### src/rtl/lin_sw_pkg.sv
package lin_sw_pkg;

   typedef enum logic [2:0] {
      ST_AWAKE  = 3'd0,
      ST_ASLEEP = 3'd1,
      ST_PULSE  = 3'd2,
      ST_WAIT   = 3'd3,
      ST_GAP    = 3'd4
   } pwr_st_e;

   // idle limit in ms ticks: (base + step*code) seconds
   function automatic int idle_limit(input logic [1:0] sel, input int base_s,
                                     input int step_s, input int unit_ms);
      return (base_s + step_s * int'(sel)) * unit_ms;
   endfunction

   // repeat interval in ms ticks: base + step*code
   function automatic int rep_limit(input logic [1:0] sel, input int base_ms,
                                    input int step_ms);
      return base_ms + step_ms * int'(sel);
   endfunction

endpackage

### src/rtl/lin_sw_idle_timer.sv
module lin_sw_idle_timer #(
   parameter int UNIT_MS = 1000,
   parameter int BASE_S  = 4,
   parameter int STEP_S  = 2
) (
   input  logic       clk,
   input  logic       rst_n,
   input  logic       en,
   input  logic       restart,
   input  logic       tick,
   input  logic [1:0] sel,
   output logic       expire
);
   localparam int MAXL = (BASE_S + 3 * STEP_S) * UNIT_MS;
   localparam int CW   = $clog2(MAXL + 1);

   logic [CW-1:0] cnt_q;
   logic [CW-1:0] lim;
   logic          hit;

   assign lim    = CW'(lin_sw_pkg::idle_limit(sel, BASE_S, STEP_S, UNIT_MS));
   assign hit    = (cnt_q >= (lim - 1'b1));
   assign expire = en & ~restart & tick & hit;

   always_ff @(posedge clk or negedge rst_n) begin
      if (!rst_n)               cnt_q <= '0;
      else if (!en || restart)  cnt_q <= '0;
      else if (tick)            cnt_q <= hit ? '0 : cnt_q + 1'b1;
   end

   p_cnt_range_r2: assert property (@(posedge clk) disable iff (!rst_n)
      cnt_q < CW'(MAXL));

   p_restart_r3: assert property (@(posedge clk) disable iff (!rst_n)
      restart |-> !expire);

endmodule

### src/rtl/lin_sw_pulse_gen.sv
module lin_sw_pulse_gen #(
   parameter int WLEN_W = 3
) (
   input  logic              clk,
   input  logic              rst_n,
   input  logic              en,
   input  logic              bit_tick,
   input  logic [WLEN_W-1:0] wlen,
   output logic              done
);
   logic [WLEN_W-1:0] cnt_q;

   assign done = en & bit_tick & (cnt_q >= wlen);

   always_ff @(posedge clk or negedge rst_n) begin
      if (!rst_n)              cnt_q <= '0;
      else if (!en)            cnt_q <= '0;
      else if (bit_tick && !done) cnt_q <= cnt_q + 1'b1;
   end

   p_start_zero_r6: assert property (@(posedge clk) disable iff (!rst_n)
      (en && !$past(en)) |-> cnt_q == '0);

endmodule

### src/rtl/lin_sw_window.sv
module lin_sw_window #(
   parameter int SYNC_MS     = 150,
   parameter int REP_BASE_MS = 180,
   parameter int REP_STEP_MS = 20
) (
   input  logic       clk,
   input  logic       rst_n,
   input  logic       en,
   input  logic       tick,
   input  logic [1:0] rep_sel,
   output logic       sync_exp,
   output logic       rep_exp
);
   localparam int MAXR = REP_BASE_MS + 3 * REP_STEP_MS;
   localparam int WW   = $clog2(MAXR + 1);

   logic [WW-1:0] cnt_q;
   logic [WW-1:0] rlim;

   assign rlim     = WW'(lin_sw_pkg::rep_limit(rep_sel, REP_BASE_MS, REP_STEP_MS));
   assign sync_exp = en & tick & (cnt_q == WW'(SYNC_MS - 1));
   assign rep_exp  = en & tick & (cnt_q >= (rlim - 1'b1));

   always_ff @(posedge clk or negedge rst_n) begin
      if (!rst_n)      cnt_q <= '0;
      else if (!en)    cnt_q <= '0;
      else if (tick)   cnt_q <= rep_exp ? '0 : cnt_q + 1'b1;
   end

   p_win_range_r9: assert property (@(posedge clk) disable iff (!rst_n)
      cnt_q < WW'(MAXR));

endmodule

### src/rtl/lin_sleep_wake_ctl.sv
module lin_sleep_wake_ctl #(
   parameter int IDLE_UNIT_MS = 1000,
   parameter int IDLE_BASE_S  = 4,
   parameter int IDLE_STEP_S  = 2,
   parameter int SYNC_WAIT_MS = 150,
   parameter int REP_BASE_MS  = 180,
   parameter int REP_STEP_MS  = 20,
   parameter int MAX_TRIES    = 3,
   parameter int WLEN_W       = 3
) (
   input  logic              clk,
   input  logic              rst_n,
   input  logic              ms_tick,
   input  logic              bit_tick,
   input  logic              bus_act,
   input  logic              sync_det,
   input  logic              sleep_cmd,
   input  logic              wake_req,
   input  logic [1:0]        idle_sel,
   input  logic [1:0]        rep_sel,
   input  logic [WLEN_W-1:0] wake_len,
   output logic              sleep_o,
   output logic              wake_drive_o,
   output logic              wake_stat_o,
   output logic              idle_to_o,
   output logic              sync_to_o
);
   import lin_sw_pkg::*;

   localparam int TW = $clog2(MAX_TRIES + 1);

   if (SYNC_WAIT_MS < 1 || SYNC_WAIT_MS >= REP_BASE_MS) begin : g_bad_window
      $error("sync wait must be at least 1 and shorter than the repeat base");
   end
   if (MAX_TRIES < 1) begin : g_bad_tries
      $error("at least one wakeup attempt is required");
   end
   if (WLEN_W < 1) begin : g_bad_wlen
      $error("wake length field needs at least one bit");
   end

   pwr_st_e        st_q, st_d;
   logic [TW-1:0]  tries_q;
   logic           idle_exp, pulse_done, sync_exp, rep_exp;
   logic           last_try, req_take, timeout, enter_awake;

   lin_sw_idle_timer #(
      .UNIT_MS (IDLE_UNIT_MS),
      .BASE_S  (IDLE_BASE_S),
      .STEP_S  (IDLE_STEP_S)
   ) u_idle (
      .clk     (clk),
      .rst_n   (rst_n),
      .en      (st_q == ST_AWAKE),
      .restart (bus_act),
      .tick    (ms_tick),
      .sel     (idle_sel),
      .expire  (idle_exp)
   );

   lin_sw_pulse_gen #(
      .WLEN_W (WLEN_W)
   ) u_pulse (
      .clk      (clk),
      .rst_n    (rst_n),
      .en       (st_q == ST_PULSE),
      .bit_tick (bit_tick),
      .wlen     (wake_len),
      .done     (pulse_done)
   );

   lin_sw_window #(
      .SYNC_MS     (SYNC_WAIT_MS),
      .REP_BASE_MS (REP_BASE_MS),
      .REP_STEP_MS (REP_STEP_MS)
   ) u_win (
      .clk      (clk),
      .rst_n    (rst_n),
      .en       ((st_q == ST_WAIT) || (st_q == ST_GAP)),
      .tick     (ms_tick),
      .rep_sel  (rep_sel),
      .sync_exp (sync_exp),
      .rep_exp  (rep_exp)
   );

   assign last_try = (tries_q == TW'(MAX_TRIES - 1));
   assign req_take = (st_q == ST_ASLEEP) && !bus_act && wake_req;
   assign timeout  = (st_q == ST_WAIT) && !sync_det && sync_exp;

   always_comb begin
      st_d = st_q;
      unique case (st_q)
         ST_AWAKE:  if (sleep_cmd || idle_exp) st_d = ST_ASLEEP;
         ST_ASLEEP: if (bus_act)               st_d = ST_AWAKE;
                    else if (wake_req)         st_d = ST_PULSE;
         ST_PULSE:  if (pulse_done)            st_d = ST_WAIT;
         ST_WAIT:   if (sync_det)              st_d = ST_AWAKE;
                    else if (sync_exp)         st_d = last_try ? ST_ASLEEP : ST_GAP;
         ST_GAP:    if (bus_act)               st_d = ST_AWAKE;
                    else if (rep_exp)          st_d = ST_PULSE;
         default:                              st_d = ST_AWAKE;
      endcase
   end

   assign enter_awake = (st_d == ST_AWAKE) && (st_q != ST_AWAKE);

   always_ff @(posedge clk or negedge rst_n) begin
      if (!rst_n) begin
         st_q        <= ST_AWAKE;
         tries_q     <= '0;
         wake_stat_o <= 1'b0;
         idle_to_o   <= 1'b0;
         sync_to_o   <= 1'b0;
      end else begin
         st_q <= st_d;

         if (req_take)     tries_q <= '0;
         else if (timeout) tries_q <= last_try ? '0 : tries_q + 1'b1;

         if ((st_q == ST_AWAKE) && (st_d == ST_ASLEEP))              wake_stat_o <= 1'b0;
         else if ((st_d == ST_PULSE) || ((st_q == ST_ASLEEP) && bus_act)) wake_stat_o <= 1'b1;

         if (enter_awake)                                           idle_to_o <= 1'b0;
         else if ((st_q == ST_AWAKE) && !sleep_cmd && idle_exp)     idle_to_o <= 1'b1;

         if (enter_awake || req_take) sync_to_o <= 1'b0;
         else if (timeout)            sync_to_o <= 1'b1;
      end
   end

   assign sleep_o      = (st_q == ST_ASLEEP) || (st_q == ST_PULSE) || (st_q == ST_GAP);
   assign wake_drive_o = (st_q == ST_PULSE);

   p_idle_sleep_r2: assert property (@(posedge clk) disable iff (!rst_n)
      (idle_exp && !sleep_cmd) |=> (sleep_o && idle_to_o));

   p_drive_not_awake_r11: assert property (@(posedge clk) disable iff (!rst_n)
      wake_drive_o |-> ($past(st_q) != ST_AWAKE));

   p_sync_to_sleep_r8: assert property (@(posedge clk) disable iff (!rst_n)
      $rose(sync_to_o) |-> sleep_o);

   p_tries_bound_r10: assert property (@(posedge clk) disable iff (!rst_n)
      tries_q < TW'(MAX_TRIES));

   p_pulse_end_r6: assert property (@(posedge clk) disable iff (!rst_n)
      pulse_done |=> (!wake_drive_o && !sleep_o));

endmodule

### config.mk
export PLATFORM = sky130hd
export DESIGN_NAME = lin_sleep_wake_ctl
export DESIGN_NICKNAME = d
export VERILOG_FILES = /design/src/rtl/lin_sw_pkg.sv /design/src/rtl/lin_sw_idle_timer.sv /design/src/rtl/lin_sw_pulse_gen.sv /design/src/rtl/lin_sw_window.sv /design/src/rtl/lin_sleep_wake_ctl.sv
export SDC_FILE = /design/constraint.sdc
export NUM_CORES = 1
export LEC_CHECK = 0
export ABC_AREA = 1
export BUFFER_PORTS_ARGS = -buffer_cell sky130_fd_sc_hd__buf_2
export CORE_MARGIN = 10
export CORE_UTILIZATION = 45
export DETAILED_ROUTE_END_ITERATION = 6
export GPL_ROUTABILITY_DRIVEN = 0
export GPL_TIMING_DRIVEN = 1
export PLACE_DENSITY = 0.75
export SYNTH_ARGS = -nofsm -noshare
export SYNTH_HDL_FRONTEND = slang
export SYNTH_SLANG_ARGS = --single-unit
### constraint.sdc
create_clock -name clk -period 1.65 [get_ports clk]
set_input_delay 0.2475 -clock clk [delete_from_list [all_inputs] [get_ports clk]]
set_output_delay 0.2475 -clock clk [all_outputs]
set_load 0.1 [all_outputs]
==> impl_metrics.json, run 1 <==
{
  "ir_worst_vdd_v": 0.000921,
  "synthCells": 329,
  "placementRows": 27,
  "finalHoldViolCount": 0,
  "drc_errors": 0,
  "end_kind": "flop",
  "drt_pass1_iterations": 5,
  "ff2ff_setup_slack_ns": -0.24,
  "ys.flop_type": "dfrtp_1",
  "violations": "setup timing",
  "holdWs_ns": 0.244,
  "grt_util_met1": 0.165,
  "crit_path_start": "idle_sel[0]",
  "timing.fmax_mhz": 430,
  "rsz0062_at_grt": "yes",
  "setup_ws_ns": -0.674,
  "crit_end": "idle_to_o",
  "cts.sinks": 33,
  "use_met2": 0.264,
  "rr_worst_depth": 11,
  "cp_max_fo": 6,
  "final.setup.tns_ns": -10.37,
  "io_buffers": 19,
  "setup_viol": 19,
  "stdcell_count": 483,
  "setup.worst_path.class": "input port to flop",
  "synth.avg_cell_area_sq_um": 7.62,
  "diodes": 0,
  "vias": 2480,
  "synth_edf_count": 0,
  "cts_max_level": 2,
  "synthTopCellsByCount": "62 x inv_1, 62 x nand2_1, 33 x dfrtp_1",
  "detailed_place_hpwl_mm": 4.50,
  "synth_fp_nets": 376,
  "grt.met3_usage": 0.0309,
  "fin_crit_ns": 2.32,
  "synth-seq-area-share": 0.330,
  "power.total_mw": 3.29,
  "grt.overflow.total": 0,
  "synth_top_cell_by_area": "dfrtp_1",
  "clk_pin_slew_ns": 0.07,
  "drive_above_1_share": 0.377,
  "yosys.area.top_type_share": 0.330,
  "yosysWarnings": 0,
  "worstPathRequired_ns": 1.84,
  "hp-class": "input port to flop",
  "synth_area_sq_um": 2510,
  "cts_root_buf": "clkbuf_8",
  "area_delta_synth_final_pct": 47.0,
  "place_ws_ns": -0.998,
  "p_leak_nw": 1.82,
  "antenna_found_initial": 0,
  "ys_ff_latch": 33,
  "r2r_start": "u_pulse.cnt_q[2]",
  "ant_nets": 0,
  "tritoncts": "yes",
  "rr_endpoint": "idle_to_o",
  "grt_pass1_vias": 2433,
  "worst_setup_path_start_kind": "input port",
  "dieWidth_microns": 94.6,
  "routed_wl_mm": 6.73,
  "grt_max_degree": 34,
  "slew-limit-headroom": 0.674,
  "dp.cells": 465,
  "finalMaxSlewViolations": 0,
  "synth_cell_types": 29,
  "synthTopCellsByArea": "dfrtp_1 33%, ha_1 16%, inv_1 9.3%",
  "via_per_inst": 5.13,
  "start_util": 0.461,
  "routedWlPerCell_microns": 13.9,
  "status": "complete, but fails checks",
  "nNetsFinal": 457,
  "core_sq_um": 5440,
  "clock_skew_ns": 0.00883,
  "max_slew.worst_pin.slew_ns": 0.492,
  "chipHeight_microns": 94.6,
  "powerDensity_nw_per_um2": 892,
  "grt_pass1_wl_mm": 10.7,
  "clock_latency_ns": 0.30,
  "cts_buffer_depth": 2,
  "initialDrtViolationCount": 173,
  "cp.arrival_ns": 2.51,
  "cap_violations": 0,
  "grt_use_total": 0.147,
  "die_area_sq_um": 8950,
  "grt-busiest-layer": "met2",
  "cts_buffers": 5,
  "io_pins": 20,
  "fin_crit_sh": 1.41,
  "async_reset_ff_frac": 1.00
}
layer usage:
metal / share of wire / up-vias
met3: 0.042 / 11
met1: 0.43 / 1186
met4: 0.020 / 0
met5: 0 / -
li1: - / 1229
met2: 0.51 / 54
per-stage QoR:
| stage | cell area [sq um] | util |
|---|---|---|
| 6_report | 3680 | 0.677 |
| 5_1_grt | 3680 | 0.677 |
| 4_1_cts | 3470 | 0.639 |
| 3_5_place_dp | 3160 | 0.581 |
| 3_3_place_gp | 3160 | 0.581 |
| 2_1_floorplan | 2610 | - |
critical path, cell delays in order:
cell	delay (ns)
buf_12	0.11
ha_4	0.18
inv_4	0.06
ha_4	0.11
inv_2	0.04
ha_4	0.28
nand3_2	0.08
xnor2_2	0.14
ha_1	0.31
a21oi_2	0.13
nor2_1	0.05
nor2_1	0.16
nand3_4	0.13
nand2_4	0.11
nand2_4	0.05
nand2_4	0.08
nand3_2	0.08
nand2_1	0.12
inv_1	0.06
sequential cells by signal, indices dropped and copies added (netlist names):
signal / count
u_idle.cnt_q: 14
u_win.cnt_q: 8
st_q: 3
u_pulse.cnt_q: 3
tries_q: 2
idle_to_o: 1
sync_to_o: 1
wake_stat_o: 1
logic make-up after synthesis:
logic type,synth area share
buffers and inverters,0.0979
AND/OR/NAND/NOR,0.257
flip-flops,0.330
AO/OA/AOI/OAI,0.0994
multiplexers,0.00399
XOR/XNOR,0.0524
adder cells (fa/ha/maj),0.160
cell type report:
type	count	area, sq um
clock buffer	5	68.8
clock inverter	3	65.1
fill	380	1760
inverter	64	245
multi-input combinational	231	1790
sequential	33	826
tap	72	90.1
timing repair buffer	75	603
how the worst min path moves through the flow:
stage	start	endpoint	slack, ns	cells past startpoint
after detailed placement	rst_n	u_win.cnt_q[4]	0.30	2
after global routing	bit_tick	u_pulse.cnt_q[1]	0.26	3
after CTS	bit_tick	u_pulse.cnt_q[1]	0.24	3
final	bit_tick	u_pulse.cnt_q[1]	0.24	3
after floorplan	rst_n	idle_to_o	-0.05	0
after global placement	rst_n	u_win.cnt_q[4]	0.30	2
repair_timing:
item | 4_1_cts | 5_1_grt
hold buffers | 1 | 0
setup buffers | 6 | 3
endpoints found under the setup margin | 27 | 30
gates resized for setup | 28 | 43
hold endpoints to repair | 33 | 0
pin swaps | 13 | 31
placed cells by master (no fill, tap or decap), types with 10 or more instances in the layout:
cell / count
inv_1: 56
nand2_1: 50
buf_4: 47
dfrtp_1: 33
ha_1: 25
nor2_1: 23
nand3_1: 16
buf_2: 15
xor2_1: 10
nand2_2: 10
power breakdown:
group          internal, mW  leakage (nW)  switching (mW)
Clock                 0.600        0.0681           0.319
Sequential            0.884         0.453          0.0670
Combinational         0.542          1.30           0.874
Note: power is estimated with default switching activity, not from simulation.
==> run 2, diff against run 1 <==
CORE_MARGIN = 3   (was 10)
==> run 2 against run 1 <==
  * The flow still finishes with violations (setup timing)
  * Clock skew decreased by 0.0012 ns
  * Total power decreased by 9.7%
  * Die area fell by 27%
  * Combinational power is 3% lower
  * Final area down 4.9%
  * Global-route usage grew 5.3 points
  * Clock power down 32%
  * Utilization down 0.86 points
  * Sequential share of layout area up 1.2 points
==> impl_metrics.json, run 2 (synthesized netlist as in run 1, its figures left out) <==
{
  "status": "complete, but fails checks",
  "violations": "setup timing",
  "grt_pass1_vias": 2317,
  "area_delta_synth_final_pct": 39.7,
  "holdWs_ns": 0.256,
  "grt_use_total": 0.200,
  "powerDensity_nw_per_um2": 848,
  "core_sq_um": 5240,
  "grt_pass1_wl_mm": 10.2,
  "slew-limit-headroom": 0.674,
  "switching_share": 0.416,
  "chipHeight_microns": 80.6,
  "final.setup.tns_ns": -10.29,
  "grt-busiest-layer": "met2",
  "cts_buffer_depth": 2,
  "placed_cell_area_sq_um": 3140,
  "cts_root_buf": "clkbuf_8",
  "combPwrFrac": 0.464,
  "clockPowerShare": 0.210,
  "max_slew.worst_pin.slew_ns": 0.493,
  "setup_ws_ns": -0.614,
  "worst_setup_path_start_kind": "input port",
  "ff2ff_setup_slack_ns": -0.20,
  "grt.met3_usage": 0.0314,
  "final_cell_mix": "56 x inv_1, 52 x nand2_1, 46 x buf_4, 31 x dfrtp_1, 25 x ha_1",
  "tritoncts": "yes",
  "largest_reg_flops": 14,
  "cts.sinks": 33,
  "io_buffers": 19,
  "largestRegisters": "u_idle.cnt_q x14, u_win.cnt_q x8",
  "crit_end": "idle_to_o",
  "finish.utilization": 0.669,
  "hp-class": "input port to flop",
  "clock_skew_ns": 0.00764,
  "die_area_sq_um": 6500,
  "cts_max_level": 2,
  "cts_buffers": 5,
  "crit_path_start": "idle_sel[0]",
  "antenna_found_initial": 0,
  "placementRows": 26,
  "use_met2": 0.350,
  "routedWlPerCell_microns": 12.8,
  "rr_endpoint": "idle_to_o",
  "drc_errors": 0,
  "grt_util_met1": 0.254,
  "fillers": 424,
  "start_util": 0.478,
  "dieWidth_microns": 80.6,
  "p_leak_nw": 1.72,
  "vias": 2390,
  "via_per_inst": 5.05,
  "initialDrtViolationCount": 114,
  "diodes": 0,
  "drive_above_1_share": 0.345,
  "clk_pin_slew_ns": 0.07,
  "io_pins": 20,
  "grt.overflow.total": 0,
  "worstPathRequired_ns": 1.83,
  "ir_worst_vdd_v": 0.00104,
  "design_area_sq_um": 3500,
  "nNetsFinal": 450,
  "cp_max_fo": 5,
  "clock_latency_ns": 0.29,
  "ant_nets": 0,
  "fin_crit_ns": 2.26,
  "cap_violations": 0,
  "setup_viol": 19,
  "cp.arrival_ns": 2.45,
  "rsz0062_at_grt": "yes",
  "finalHoldViolCount": 0,
  "grt_max_degree": 34,
  "r2r_start": "u_win.cnt_q[6]",
  "detailed_place_hpwl_mm": 4.40,
  "timing.fmax_mhz": 442,
  "final_common_cell": "inv_1",
  "p_seq_frac": 0.326,
  "setup.worst_path.class": "input port to flop",
  "routed_wl_mm": 6.04,
  "switchingPower_mw": 1.23,
  "p_int_mw": 1.73,
  "largest-register": "u_idle.cnt_q",
  "end_kind": "flop",
  "rr_worst_depth": 12,
  "fin_crit_sh": 1.37,
  "finalMaxSlewViolations": 0,
  "drt_pass1_iterations": 4
}
## run 2: cell types whose count changed in the layout (fill, tap and decap cells not counted), sizes merged
cell,change
clkinv,-1
clkbuf,+2
bufinv,-2
buf,-7
## run 2: layout make-up
cell class,instances,area (sq um),area share
Inverter,64,243,0.0693
Tap cell,70,87.6,0.0250
Sequential cell,33,828,0.237
Timing Repair Buffer,68,528,0.151
Multi-Input combinational cell,231,1730,0.494
Clock buffer,7,86.3,0.0247
## run 2: critical path: stages
cell	delay (ns)
buf_12	0.11
ha_4	0.18
inv_4	0.06
ha_4	0.11
inv_2	0.04
ha_4	0.28
nand3_4	0.07
xnor2_2	0.14
ha_1	0.34
a21oi_2	0.15
nor2_1	0.06
nor2_1	0.10
nand3_2	0.13
nand2_2	0.10
nand2_2	0.07
nand2_4	0.09
nand3_4	0.07
nand2_1	0.07
inv_1	0.03
## run 2: what timing repair did
| action | 4_1_cts | 5_1_grt |
|---|---|---|
| resized for setup | 25 | 30 |
| hold buffers | 1 | 0 |
| pin swaps | 17 | 23 |
| endpoints found under the hold margin | 31 | 0 |
| buffers inserted | 4 | 1 |
| endpoints found under the setup margin | 19 | 32 |
## run 2: how the worst min path moves through the flow
| stage | end | from | depth (start not counted) | slack, ns |
|---|---|---|---|---|
| 6_report | u_pulse.cnt_q[1] | bit_tick | 3 | 0.26 |
| 5_1_grt | u_pulse.cnt_q[1] | bit_tick | 3 | 0.26 |
| 4_1_cts | u_pulse.cnt_q[1] | bit_tick | 3 | 0.24 |
| 3_5_place_dp | tries_q[0] | rst_n | 2 | 0.31 |
| 3_3_place_gp | u_win.cnt_q[3] | rst_n | 2 | 0.30 |
| 2_1_floorplan | idle_to_o | rst_n | 0 | -0.05 |
## run 2: power groups by stage
stage | logic, mW | registers [mW] | clock network, mW
finish | 1.38 | 0.968 | 0.624
CTS | 1.29 | 0.956 | 0.644
global placement | 1.20 | 0.966 | 0
global route | 1.48 | 0.983 | 0.671
detailed placement | 1.23 | 0.968 | 0
floorplan | 0.713 | 1.05 | 0
## run 2: per-stage QoR
step	power, mW	std cells	setup slack (ns)
6_report	2.97	473	-0.614
5_1_grt	3.14	473	-0.731
4_1_cts	2.89	472	-0.604
3_5_place_dp	2.19	461	-1.03
3_3_place_gp	2.16	461	-0.895
2_1_floorplan	1.76	329	-0.813
## run 2: routing by layer
metal  wire length [microns]  up-vias
met5                       0        -
met2                    3160       43
li1                        -     1220
met1                    2630     1118
met4                      75        0
met3                     177        9
==> run 3, diff against run 2 <==
BUFFER_PORTS_ARGS = -buffer_cell sky130_fd_sc_hd__buf_4   (was -buffer_cell sky130_fd_sc_hd__buf_2)
==> run 3 against run 2 <==
  * The run still ends with setup timing left
  * First-iteration DRC count decreased by 37%
  * Flip-flop and latch count unchanged
  * Register-to-register slack improved by 0.02 ns
  * Non-clock buffer count increased by 1
  * Sequential share of layout area decreased by 0.56 points
  * Fmax decreased by 0.58%
  * Largest power group unchanged
  * Worst setup slack got worse by 0.013 ns
  * Critical path type unchanged
  * Clock-buffer cell count unchanged
  * Global-route usage about the same
  * Final area increased by 2.6%
  * Total power increased by 3.4%
  * Combinational power about the same
==> impl_metrics.json, run 3 (synthesized netlist as in run 1, its figures left out) <==
{
  "status": "complete, but fails checks",
  "violations": "setup timing",
  "largest-register": "u_idle.cnt_q",
  "antenna_found_initial": 0,
  "finish.utilization": 0.686,
  "cts_max_level": 2,
  "fin_crit_ns": 2.28,
  "detailed_place_hpwl_mm": 4.33,
  "powerDensity_nw_per_um2": 854,
  "drt_pass1_iterations": 4,
  "slowest_stage": "ha_1",
  "cts_buffers": 5,
  "io_buffers": 19,
  "max_slew.worst_pin.slew_ns": 0.434,
  "core_sq_um": 5240,
  "slowest_delay_ns": 0.33,
  "cts.sinks": 33,
  "diodes": 0,
  "end_kind": "flop",
  "worst_setup_path_start_kind": "input port",
  "fin_crit_sh": 1.38,
  "hold_end": "u_pulse.cnt_q[1]",
  "tritoncts": "yes",
  "setup.worst_path.class": "input port to flop",
  "switchingPower_mw": 1.26,
  "p_seq_frac": 0.315,
  "combPwrFrac": 0.459,
  "cp_max_fo": 5,
  "design_area_sq_um": 3590,
  "grt_use_total": 0.200,
  "rr_endpoint": "u_idle.cnt_q[11]",
  "clock_skew_ns": 0.00970,
  "p_int_mw": 1.80,
  "path_cells": "buf_12, ha_4, inv_4, ha_4, inv_2, ha_4, buf_4, xnor2_1, ha_1, a21oi_1, nand2_1, nand2_1, nand3_2, inv_2, nand2_4, buf_6, mux2i_1",
  "start_util": 0.478,
  "setup_ws_ns": -0.627,
  "timing.fmax_mhz": 439,
  "vias": 2411,
  "grt.overflow.total": 0,
  "hp-class": "input port to flop",
  "setup_viol": 19,
  "holdPathStages": 3,
  "worstPathRequired_ns": 1.86,
  "placed_cell_area_sq_um": 3130,
  "cp.arrival_ns": 2.48,
  "area_delta_synth_final_pct": 43.3,
  "cts_buffer_depth": 2,
  "drive_above_1_share": 0.368,
  "via_per_inst": 5.08,
  "cap_violations": 0,
  "clk_pin_slew_ns": 0.07,
  "ff2ff_setup_slack_ns": -0.18,
  "slew-limit-headroom": 0.711,
  "ir_worst_vdd_v": 0.000915,
  "crit_path_frequent_cell": "ha_4",
  "finalHoldViolCount": 0,
  "io_pins": 20,
  "largestRegisters": "u_idle.cnt_q x14, u_win.cnt_q x8",
  "chipHeight_microns": 80.6,
  "largest_reg_flops": 14,
  "clock_latency_ns": 0.30,
  "critical-path-top-delay-family": "adder cells",
  "dieWidth_microns": 80.6,
  "grt_max_degree": 34,
  "rsz0062_at_grt": "yes",
  "nNetsFinal": 451,
  "clockPowerShare": 0.226,
  "rr_worst_depth": 7,
  "r2r_start": "u_idle.cnt_q[0]",
  "switching_share": 0.412,
  "routed_wl_mm": 5.99,
  "placementRows": 26,
  "path_buf_inv": 6,
  "ant_nets": 0,
  "grt_pass1_vias": 2285,
  "routedWlPerCell_microns": 12.6,
  "min-delay-start": "bit_tick",
  "die_area_sq_um": 6500,
  "grt_pass1_wl_mm": 10.1,
  "finalMaxSlewViolations": 0,
  "drc_errors": 0,
  "cts_root_buf": "clkbuf_8",
  "final_common_cell": "buf_4",
  "initialDrtViolationCount": 72,
  "final_cell_mix": "61 x buf_4, 54 x inv_1, 51 x nand2_1, 30 x dfrtp_1, 25 x ha_1",
  "p_leak_nw": 1.74
}
run 3: per-layer routing:
layer,global-route usage,part of all wire,vias up
met5,0,0,-
met4,0.0541,0.014,0
met3,0.0437,0.033,12
met2,0.346,0.48,45
met1,0.250,0.47,1124
li1,-,-,1230
run 3: final cells by class:
type | instances | area, sq um
Clock buffer | 7 | 96.3
Fill cell | 410 | 1650
Inverter | 64 | 243
Timing Repair Buffer | 69 | 577
Tap cell | 70 | 87.6
Clock inverter | 1 | 5.00
Sequential cell | 33 | 830
Multi-Input combinational cell | 231 | 1750
run 3: worst max path at each step:
stage,endpoint,from,depth (start not counted),slack [ns]
floorplan,sleep_o,st_q[0],3,-0.81
global placement,idle_to_o,idle_sel[0],17,-0.89
detailed placement,idle_to_o,idle_sel[0],18,-1.03
CTS,idle_to_o,idle_sel[0],19,-0.62
global route,idle_to_o,idle_sel[0],20,-0.76
finish,u_idle.cnt_q[0],idle_sel[0],17,-0.63
run 3: worst register-to-register path: stages (launching register included):
cell and delay, ns:
dfrtp_1 0.42, nand3_1 0.15, nor3_2 0.31, nand4_1 0.29
nor3_1 0.36, nor2_4 0.07, o21ai_2 0.07, nand2_1 0.06
run 3: metrics by stage:
stage	setup TNS (ns)	power [mW]	hold WS (ns)	instances	setup slack, ns
final	-10.03	3.07	0.233	475	-0.627
after global routing	-12.53	3.23	0.270	475	-0.757
after CTS	-9.68	2.95	0.221	472	-0.624
after detailed placement	-17.89	2.09	0.218	457	-1.03
after global placement	-15.90	2.05	0.220	457	-0.890
after floorplan	-11.37	1.76	-0.0481	329	-0.813
run 3: timing repair:
action / CTS / global route
setup endpoints to repair: 22 / 32
gates resized for setup: 30 / 36
endpoints found under the hold margin: 33 / 0
pin swaps: 20 / 15
cloned: 0 / 0
buffers inserted: 6 / 3
hold buffers: 1 / 0
run 3: power groups by stage:
stage,registers [mW],clock network (mW),logic [mW]
after floorplan,1.05,0,0.713
after global placement,0.966,0,1.09
after detailed placement,0.972,0,1.11
after CTS,0.958,0.710,1.28
after global routing,0.978,0.744,1.51
final,0.967,0.692,1.41
